## src/rtl/rtu_rx_pkg.sv

```systemverilog
package rtu_rx_pkg;

    typedef enum logic {
        ST_RECV = 1'b0,
        ST_HOLD = 1'b1
    } rtu_st_e;

    typedef enum logic [1:0] {
        ERR_NONE = 2'd0,
        ERR_LINE = 2'd1,
        ERR_LONG = 2'd2
    } rtu_err_e;

    // silence length in microseconds for a given baud rate
    function automatic int silence_us(input int baud);
        if (baud <= 19200)
            return (1000000 * 11 * 3 / 2) / baud;
        else
            return 750;
    endfunction

endpackage

```

## src/rtl/rtu_us_tick.sv

```systemverilog
module rtu_us_tick #(
    parameter int CLK_MHZ = 50
) (
    input  logic clk,
    input  logic rst_n,
    input  logic clr,
    output logic tick
);
    localparam int PW = (CLK_MHZ > 1) ? $clog2(CLK_MHZ) : 1;

    logic [PW-1:0] div_d, div_q;

    assign tick = (div_q == PW'(CLK_MHZ - 1));

    always_comb begin
        if (clr || tick)
            div_d = '0;
        else
            div_d = div_q + PW'(1);
    end

    always_ff @(posedge clk or negedge rst_n) begin
        if (!rst_n) div_q <= '0;
        else        div_q <= div_d;
    end
endmodule

```

## src/rtl/rtu_silence_timer.sv

```systemverilog
module rtu_silence_timer #(
    parameter int TIMEOUT_US = 750
) (
    input  logic clk,
    input  logic rst_n,
    input  logic restart,
    input  logic stop,
    input  logic tick,
    output logic expired
);
    localparam int TW = $clog2(TIMEOUT_US + 1);

    typedef struct packed {
        logic          run;
        logic [TW-1:0] cnt;
    } tmr_t;

    tmr_t d, q;

    assign expired = q.run && tick && (q.cnt == TW'(TIMEOUT_US - 1));

    always_comb begin
        d = q;
        if (stop) begin
            d.run = 1'b0;
            d.cnt = '0;
        end else if (restart) begin
            d.run = 1'b1;
            d.cnt = '0;
        end else if (expired) begin
            d.run = 1'b0;
        end else if (q.run && tick) begin
            d.cnt = q.cnt + TW'(1);
        end
    end

    always_ff @(posedge clk or negedge rst_n) begin
        if (!rst_n) q <= '0;
        else        q <= d;
    end

    AST_NO_EARLY_EXPIRE: assert property (@(posedge clk) disable iff (!rst_n)
        restart |=> !expired);
    AST_STOP_SILENCES: assert property (@(posedge clk) disable iff (!rst_n)
        stop |=> !expired);
endmodule

```

## src/rtl/rtu_frame_buf.sv

```systemverilog
module rtu_frame_buf #(
    parameter int DEPTH  = 256,
    parameter int ADDR_W = $clog2(DEPTH)
) (
    input  logic              clk,
    input  logic              rst_n,
    input  logic              wr_en,
    input  logic [ADDR_W-1:0] wr_addr,
    input  logic [7:0]        wr_data,
    input  logic [ADDR_W-1:0] rd_addr,
    output logic [7:0]        rd_data
);
    logic [7:0] mem [DEPTH];
    logic [7:0] rd_d, rd_q;

    assign rd_d    = mem[rd_addr];
    assign rd_data = rd_q;

    always_ff @(posedge clk) begin
        if (wr_en) mem[wr_addr] <= wr_data;
    end

    always_ff @(posedge clk or negedge rst_n) begin
        if (!rst_n) rd_q <= '0;
        else        rd_q <= rd_d;
    end
endmodule

```

## src/rtl/rtu_frame_rx.sv

```systemverilog
module rtu_frame_rx
    import rtu_rx_pkg::*;
#(
    parameter int  CLK_MHZ = 50,
    parameter int  BAUD    = 19200,
    parameter int  DEPTH   = 256,
    localparam int LEN_W   = $clog2(DEPTH + 1),
    localparam int ADDR_W  = $clog2(DEPTH)
) (
    input  logic              clk,
    input  logic              rst_n,
    input  logic              rx_valid,
    input  logic [7:0]        rx_data,
    input  logic              rx_err,
    input  logic              rearm,
    input  logic [ADDR_W-1:0] rd_addr,
    output logic              frame_valid,
    output logic [LEN_W-1:0]  frame_len,
    output logic [1:0]        frame_err,
    output logic [7:0]        rd_data
);
    localparam int TIMEOUT_US = silence_us(BAUD);

    typedef struct packed {
        rtu_st_e          st;
        logic [LEN_W-1:0] cnt;
        rtu_err_e         err;
        logic             fv;
    } ctl_t;

    ctl_t d, q;
    logic tick, tmr_expired, byte_take, wr_en;

    rtu_us_tick #(.CLK_MHZ(CLK_MHZ)) tick_i (
        .clk   (clk),
        .rst_n (rst_n),
        .clr   (byte_take | rearm),
        .tick  (tick)
    );

    rtu_silence_timer #(.TIMEOUT_US(TIMEOUT_US)) tmr_i (
        .clk     (clk),
        .rst_n   (rst_n),
        .restart (byte_take),
        .stop    (rearm),
        .tick    (tick),
        .expired (tmr_expired)
    );

    rtu_frame_buf #(.DEPTH(DEPTH), .ADDR_W(ADDR_W)) buf_i (
        .clk     (clk),
        .rst_n   (rst_n),
        .wr_en   (wr_en),
        .wr_addr (q.cnt[ADDR_W-1:0]),
        .wr_data (rx_data),
        .rd_addr (rd_addr),
        .rd_data (rd_data)
    );

    always_comb begin
        d         = q;
        d.fv      = 1'b0;
        byte_take = 1'b0;
        wr_en     = 1'b0;
        if (rearm) begin
            d.st  = ST_RECV;
            d.cnt = '0;
            d.err = ERR_NONE;
        end else if (q.st == ST_RECV) begin
            if (rx_valid) begin
                // a byte on the expiry edge keeps the frame open
                byte_take = 1'b1;
                if (rx_err) begin
                    d.err = ERR_LINE;
                end else if (q.cnt == LEN_W'(DEPTH)) begin
                    d.err = ERR_LONG;
                end else begin
                    wr_en = 1'b1;
                    d.cnt = q.cnt + LEN_W'(1);
                end
            end else if (tmr_expired) begin
                d.st = ST_HOLD;
                d.fv = 1'b1;
            end
        end
    end

    always_ff @(posedge clk or negedge rst_n) begin
        if (!rst_n) begin
            q.st  <= ST_RECV;
            q.cnt <= '0;
            q.err <= ERR_NONE;
            q.fv  <= 1'b0;
        end else begin
            q <= d;
        end
    end

    assign frame_valid = q.fv;
    assign frame_len   = q.cnt;
    assign frame_err   = q.err;

    AST_LEN_BOUND: assert property (@(posedge clk) disable iff (!rst_n)
        q.cnt <= LEN_W'(DEPTH));
    AST_LEN_STEP: assert property (@(posedge clk) disable iff (!rst_n)
        !rearm |=> (q.cnt == $past(q.cnt)) || (q.cnt == $past(q.cnt) + LEN_W'(1)));
    AST_FV_SINGLE: assert property (@(posedge clk) disable iff (!rst_n)
        frame_valid |=> !frame_valid);
    AST_HOLD_FROZEN: assert property (@(posedge clk) disable iff (!rst_n)
        (q.st == ST_HOLD && !rearm) |=> $stable(frame_len) && $stable(frame_err) && !frame_valid);
    AST_REARM_CLEARS: assert property (@(posedge clk) disable iff (!rst_n)
        rearm |=> (frame_len == '0) && (frame_err == 2'd0) && !frame_valid);
    AST_ERR_CODE: assert property (@(posedge clk) disable iff (!rst_n)
        frame_err != 2'd3);
endmodule

```

## config.mk

```make
export PLATFORM = sky130hd
export DESIGN_NAME = rtu_frame_rx
export DESIGN_NICKNAME = d
export VERILOG_FILES = /design/src/rtl/rtu_rx_pkg.sv /design/src/rtl/rtu_us_tick.sv /design/src/rtl/rtu_silence_timer.sv /design/src/rtl/rtu_frame_buf.sv /design/src/rtl/rtu_frame_rx.sv
export SDC_FILE = /design/constraint.sdc
export NUM_CORES = 2
export LEC_CHECK = 0
export ABC_CLOCK_PERIOD_IN_PS = 3400
export BUFFER_PORTS_ARGS = -buffer_cell sky130_fd_sc_hd__clkbuf_2
export CORE_MARGIN = 4
export CORE_UTILIZATION = 45
export CTS_CLUSTER_SIZE = 12
export DETAILED_ROUTE_END_ITERATION = 6
export GPL_TIMING_DRIVEN = 0
export SLEW_MARGIN = 20
export SYNTH_ARGS = -nofsm -noshare
export SYNTH_HDL_FRONTEND = slang
export SYNTH_HIERARCHICAL = 1
export SYNTH_SLANG_ARGS = --single-unit
```

## constraint.sdc

```tcl
create_clock -name clk -period 3.4 [get_ports clk]
set_input_delay 0.34 -clock clk [delete_from_list [all_inputs] [get_ports clk]]
set_output_delay 0.34 -clock clk [all_outputs]
set_load 0.03 [all_outputs]
```

==> flow_summary_export.csv <==
group,metric,value,unit
worst_setup_path,path_cells,"or3b_1 -> buf_6 -> a21oi_2 -> and2_4 -> nand3_1 -> clkbuf_1 -> nor2_1",
sta,rsz0062_at_grt,"yes",
worst_setup_path,critPathMaxFanout,10,
worst_setup_path,cp-start-kind,"flip-flop",
global_routing,grt_pass1_vias,42089,
worst_setup_path,reg2reg_from,"q[12]",
synthesis,synth-async-reset-ratio,0.0182,
cells_and_area,n_fill_cell,14138,
floorplanning,coreArea,181000,um2
sta,setup_viol,321,
place,dp_hpwl,171,mm
place,gp_congestion,0.933,
place,pre_cts_ws,-1640,ps
place,io_buffers,38,
cells_and_area,drive_gt1_frac,0.280,
route,wl_per_cell,37.0,um
sta,fin_crit_sh,1.06,
sta,holdWs,54.9,ps
route,first_pass_iters,5,
synthesis,yosysMostFrequentCell,"edfxtp_1",
synthesis,synth.area.top_cells,"edfxtp_1 75%, mux4_2 12%, mux2i_1 2.0%",
worst_setup_path,startpoint,"q[12]",
worst_setup_path,cp_num_buf_inv,2,
global_routing,track_usage,0.268,
synthesis,synth_area_per_cell,20.6,um2
cells_and_area,area_growth,15.1,%
synthesis,synthFlopType,"edfxtp_1",
outcome,violations,"setup timing",
worst_setup_path,r2r_slack,-200,ps
outcome,status,"finished with violations",
route,viasPerCell,6.35,
synthesis,synthDistinctLibCells,80,
cts,cts_tree,"built",
power,p_leak,29.1,nW
synthesis,syn_nets,3996,
cts,clockBufferDepth,3,
power,p_clk_frac,0.412,
cts,cts_buffers,212,
sta,slew_viol_final,0,
sta,hold_violations,0,
worst_setup_path,cpLargestDelayFamily,"simple AND/OR/NAND/NOR gates",
worst_setup_path,slowest_stage,"nor2_1",
cts,htree_levels,4,
power,p_per_area,566,nW/um2
worst_hold_path,worstHoldPathCells,1,
floorplanning,start_util,0.452,
cts,path_clk_slew,60,ps
sta,max_slew_margin,0.191,
sta,min_period,3600,ps
route,ant_nets,0,
synthesis,synth.ff_latch_count,2086,
route,vias,43314,
synthesis,synth_commonest_cells,"2,048 x edfxtp_1, 445 x mux4_2, 300 x nor2_1",
global_routing,gr-total-overflow,0,
floorplanning,dieArea,188000,um2
cells_and_area,finalInstanceArea,94100,um2
synthesis,synth_edf_count,2048,
worst_hold_path,hold_end,"buf_i/mem[81][2]",
worst_setup_path,crit_type,"flip-flop to flip-flop",
sta,fin_tns_setup,-16860,ps
worst_setup_path,cp.required,3840,ps
route,drtIter0Drc,6671,
worst_setup_path,cp.arrival,4040,ps
route,route.detailed.drc,0,
floorplanning,fp-row-count,156,
job,drv_cap,0,
floorplanning,die_w,434,um
place,placed_area,85700,um2
synthesis,syn_area,81700,um2
synthesis,yosys_warnings,6,
global_routing,grt_start_max_net_pins,121,
worst_hold_path,min_from,"rx_data[2]",
cts,cts_sinks,2086,
power,vdd_ir_drop_max,0.000500,V
floorplanning,io_pins,41,
worst_setup_path,r2r-end,"buf_i/mem[150][1]",
worst_hold_path,hold_class,"input port to flip-flop",
power,p_switching,12.1,mW
power,seqPwrFrac,0.532,
synthesis,netlist.area_leader.share,0.753,
synthesis,yosys.area.top_type,"edfxtp_1",
cells_and_area,fin_nets,4320,
cts,clock_latency,860,ps
cts,clockRootBuffer,"clkbuf_16",
sta,fin_ws,-197,ps
sta,worst_pin_slew,1210,ps
power,comb_power_share,0.056,
power,intPower,41.2,mW
power,switching_share,0.226,
floorplanning,fp.dieH,434,um
route,wl,252,mm
global_routing,antenna_found_initial,11,
worst_setup_path,endpoint_kind,"flip-flop",
sta,fmax,0.278,GHz
synthesis,ys_seq_area_frac,0.764,
worst_setup_path,max_stage_delay,790,ps
sta,fin_skew,52.3,ps
worst_setup_path,worstRegToRegCells,7,
global_routing,grt_pass1_wl,345,mm
synthesis,netlist_instances,3969,
==> registers in the layout, indices dropped and copies added (netlist names) <==
register	cells
frame_valid	1
frame_len	9
buf_i/rd_data	8
buf_i/mem	2048
q	1
tmr_i/q	11
frame_err	2
tick_i/div_q	6
==> worst reg2reg max path, delay by kind of cell (launching register included) <==
| family | cells | cell delay [ps] |
|---|---|---|
| compound gates | 1 | 210 |
| buf+inv | 2 | 580 |
| flops | 1 | 430 |
| simple gates | 4 | 1970 |
==> cell type report <==
class	instances	area, um2	area share
Clock inverter	84	797	0.00847
Clock buffer	284	5610	0.0596
Tap cell	2370	2970	0.0315
Inverter	10	37.5	0.000399
Multi-Input combinational cell	1623	18800	0.200
Sequential cell	2086	62400	0.664
Timing Repair Buffer	111	1560	0.0166
Buffer	249	1790	0.0190
Antenna cell	4	10.0	0.000106
==> worst max path at each step <==
stage                             end  slack (ps)  depth (start not counted)
detailed placement  buf_i/mem[130][5]       -1640                         11
finish              buf_i/mem[150][1]        -200                          7
global placement    buf_i/mem[130][3]       -2080                         10
global route        buf_i/mem[148][1]        -220                          7
floorplan           buf_i/mem[234][0]         330                          9
CTS                 buf_i/mem[146][6]         -70                          7
==> timing repair <==
action	CTS	global route
buffers inserted	25	11
pin swaps	15	8
setup endpoints to repair	2055	1239
gates resized for setup	311	78
hold buffers	8	0
hold endpoints to repair	104	0
==> cell usage in the layout (no fill, tap or decap), types with 55 or more instances in the layout <==
cell type  count
clkbuf_1     139
mux4_2       445
clkbuf_2      55
edfxtp_1    2048
a22oi_1       93
nor2_2        94
nor2_4       119
a21oi_1       85
nand2_1       92
mux2i_1      161
nor2_1        87
clkbuf_16    212
==> routing by layer <==
layer  up-vias  global-route usage  wire length, um
li1      17169                   -                -
met1     22991               0.373            97600
met2      2598               0.394           112000
met3       550              0.0734            27800
met4         6               0.131            14300
met5         -                   0               38
==> cell families (layout without fill, tap and decap cells) <==
| kind of cell | after synthesis | in the layout | share of synthesized area |
|---|---|---|---|
| DFF | 2086 | 2086 | 0.764 |
| muxes | 624 | 624 | 0.145 |
| and+or+nand+nor | 601 | 601 | 0.0344 |
| AOI/OAI and AO/OA | 382 | 382 | 0.0336 |
| buffers and inverters | 260 | 738 | 0.0209 |
| xor gates and xnor gates | 10 | 10 | 0.00107 |
| adders and majority gates | 6 | 6 | 0.000919 |
| other | 0 | 4 | 0 |
==> power groups by stage <==
| stage | clock network, mW | registers (mW) | logic (mW) |
|---|---|---|---|
| 2_1_floorplan | 0 | 28.8 | 1.36 |
| 3_3_place_gp | 0 | 29.0 | 2.81 |
| 3_5_place_dp | 0 | 28.8 | 2.92 |
| 4_1_cts | 22.1 | 28.3 | 2.95 |
| 5_1_grt | 23.1 | 28.3 | 3.07 |
| 6_report | 21.9 | 28.3 | 2.99 |
==> through the flow <==
step           utilization  power (mW)  std cells
2_1_floorplan            -        30.2       3969
3_3_place_gp         0.470        31.8       6377
3_5_place_dp         0.474        31.8       6406
4_1_cts              0.518        53.3       6806
5_1_grt              0.520        54.5       6817
6_report             0.520        53.2       6821
Note: power is estimated with default switching activity, not from simulation.
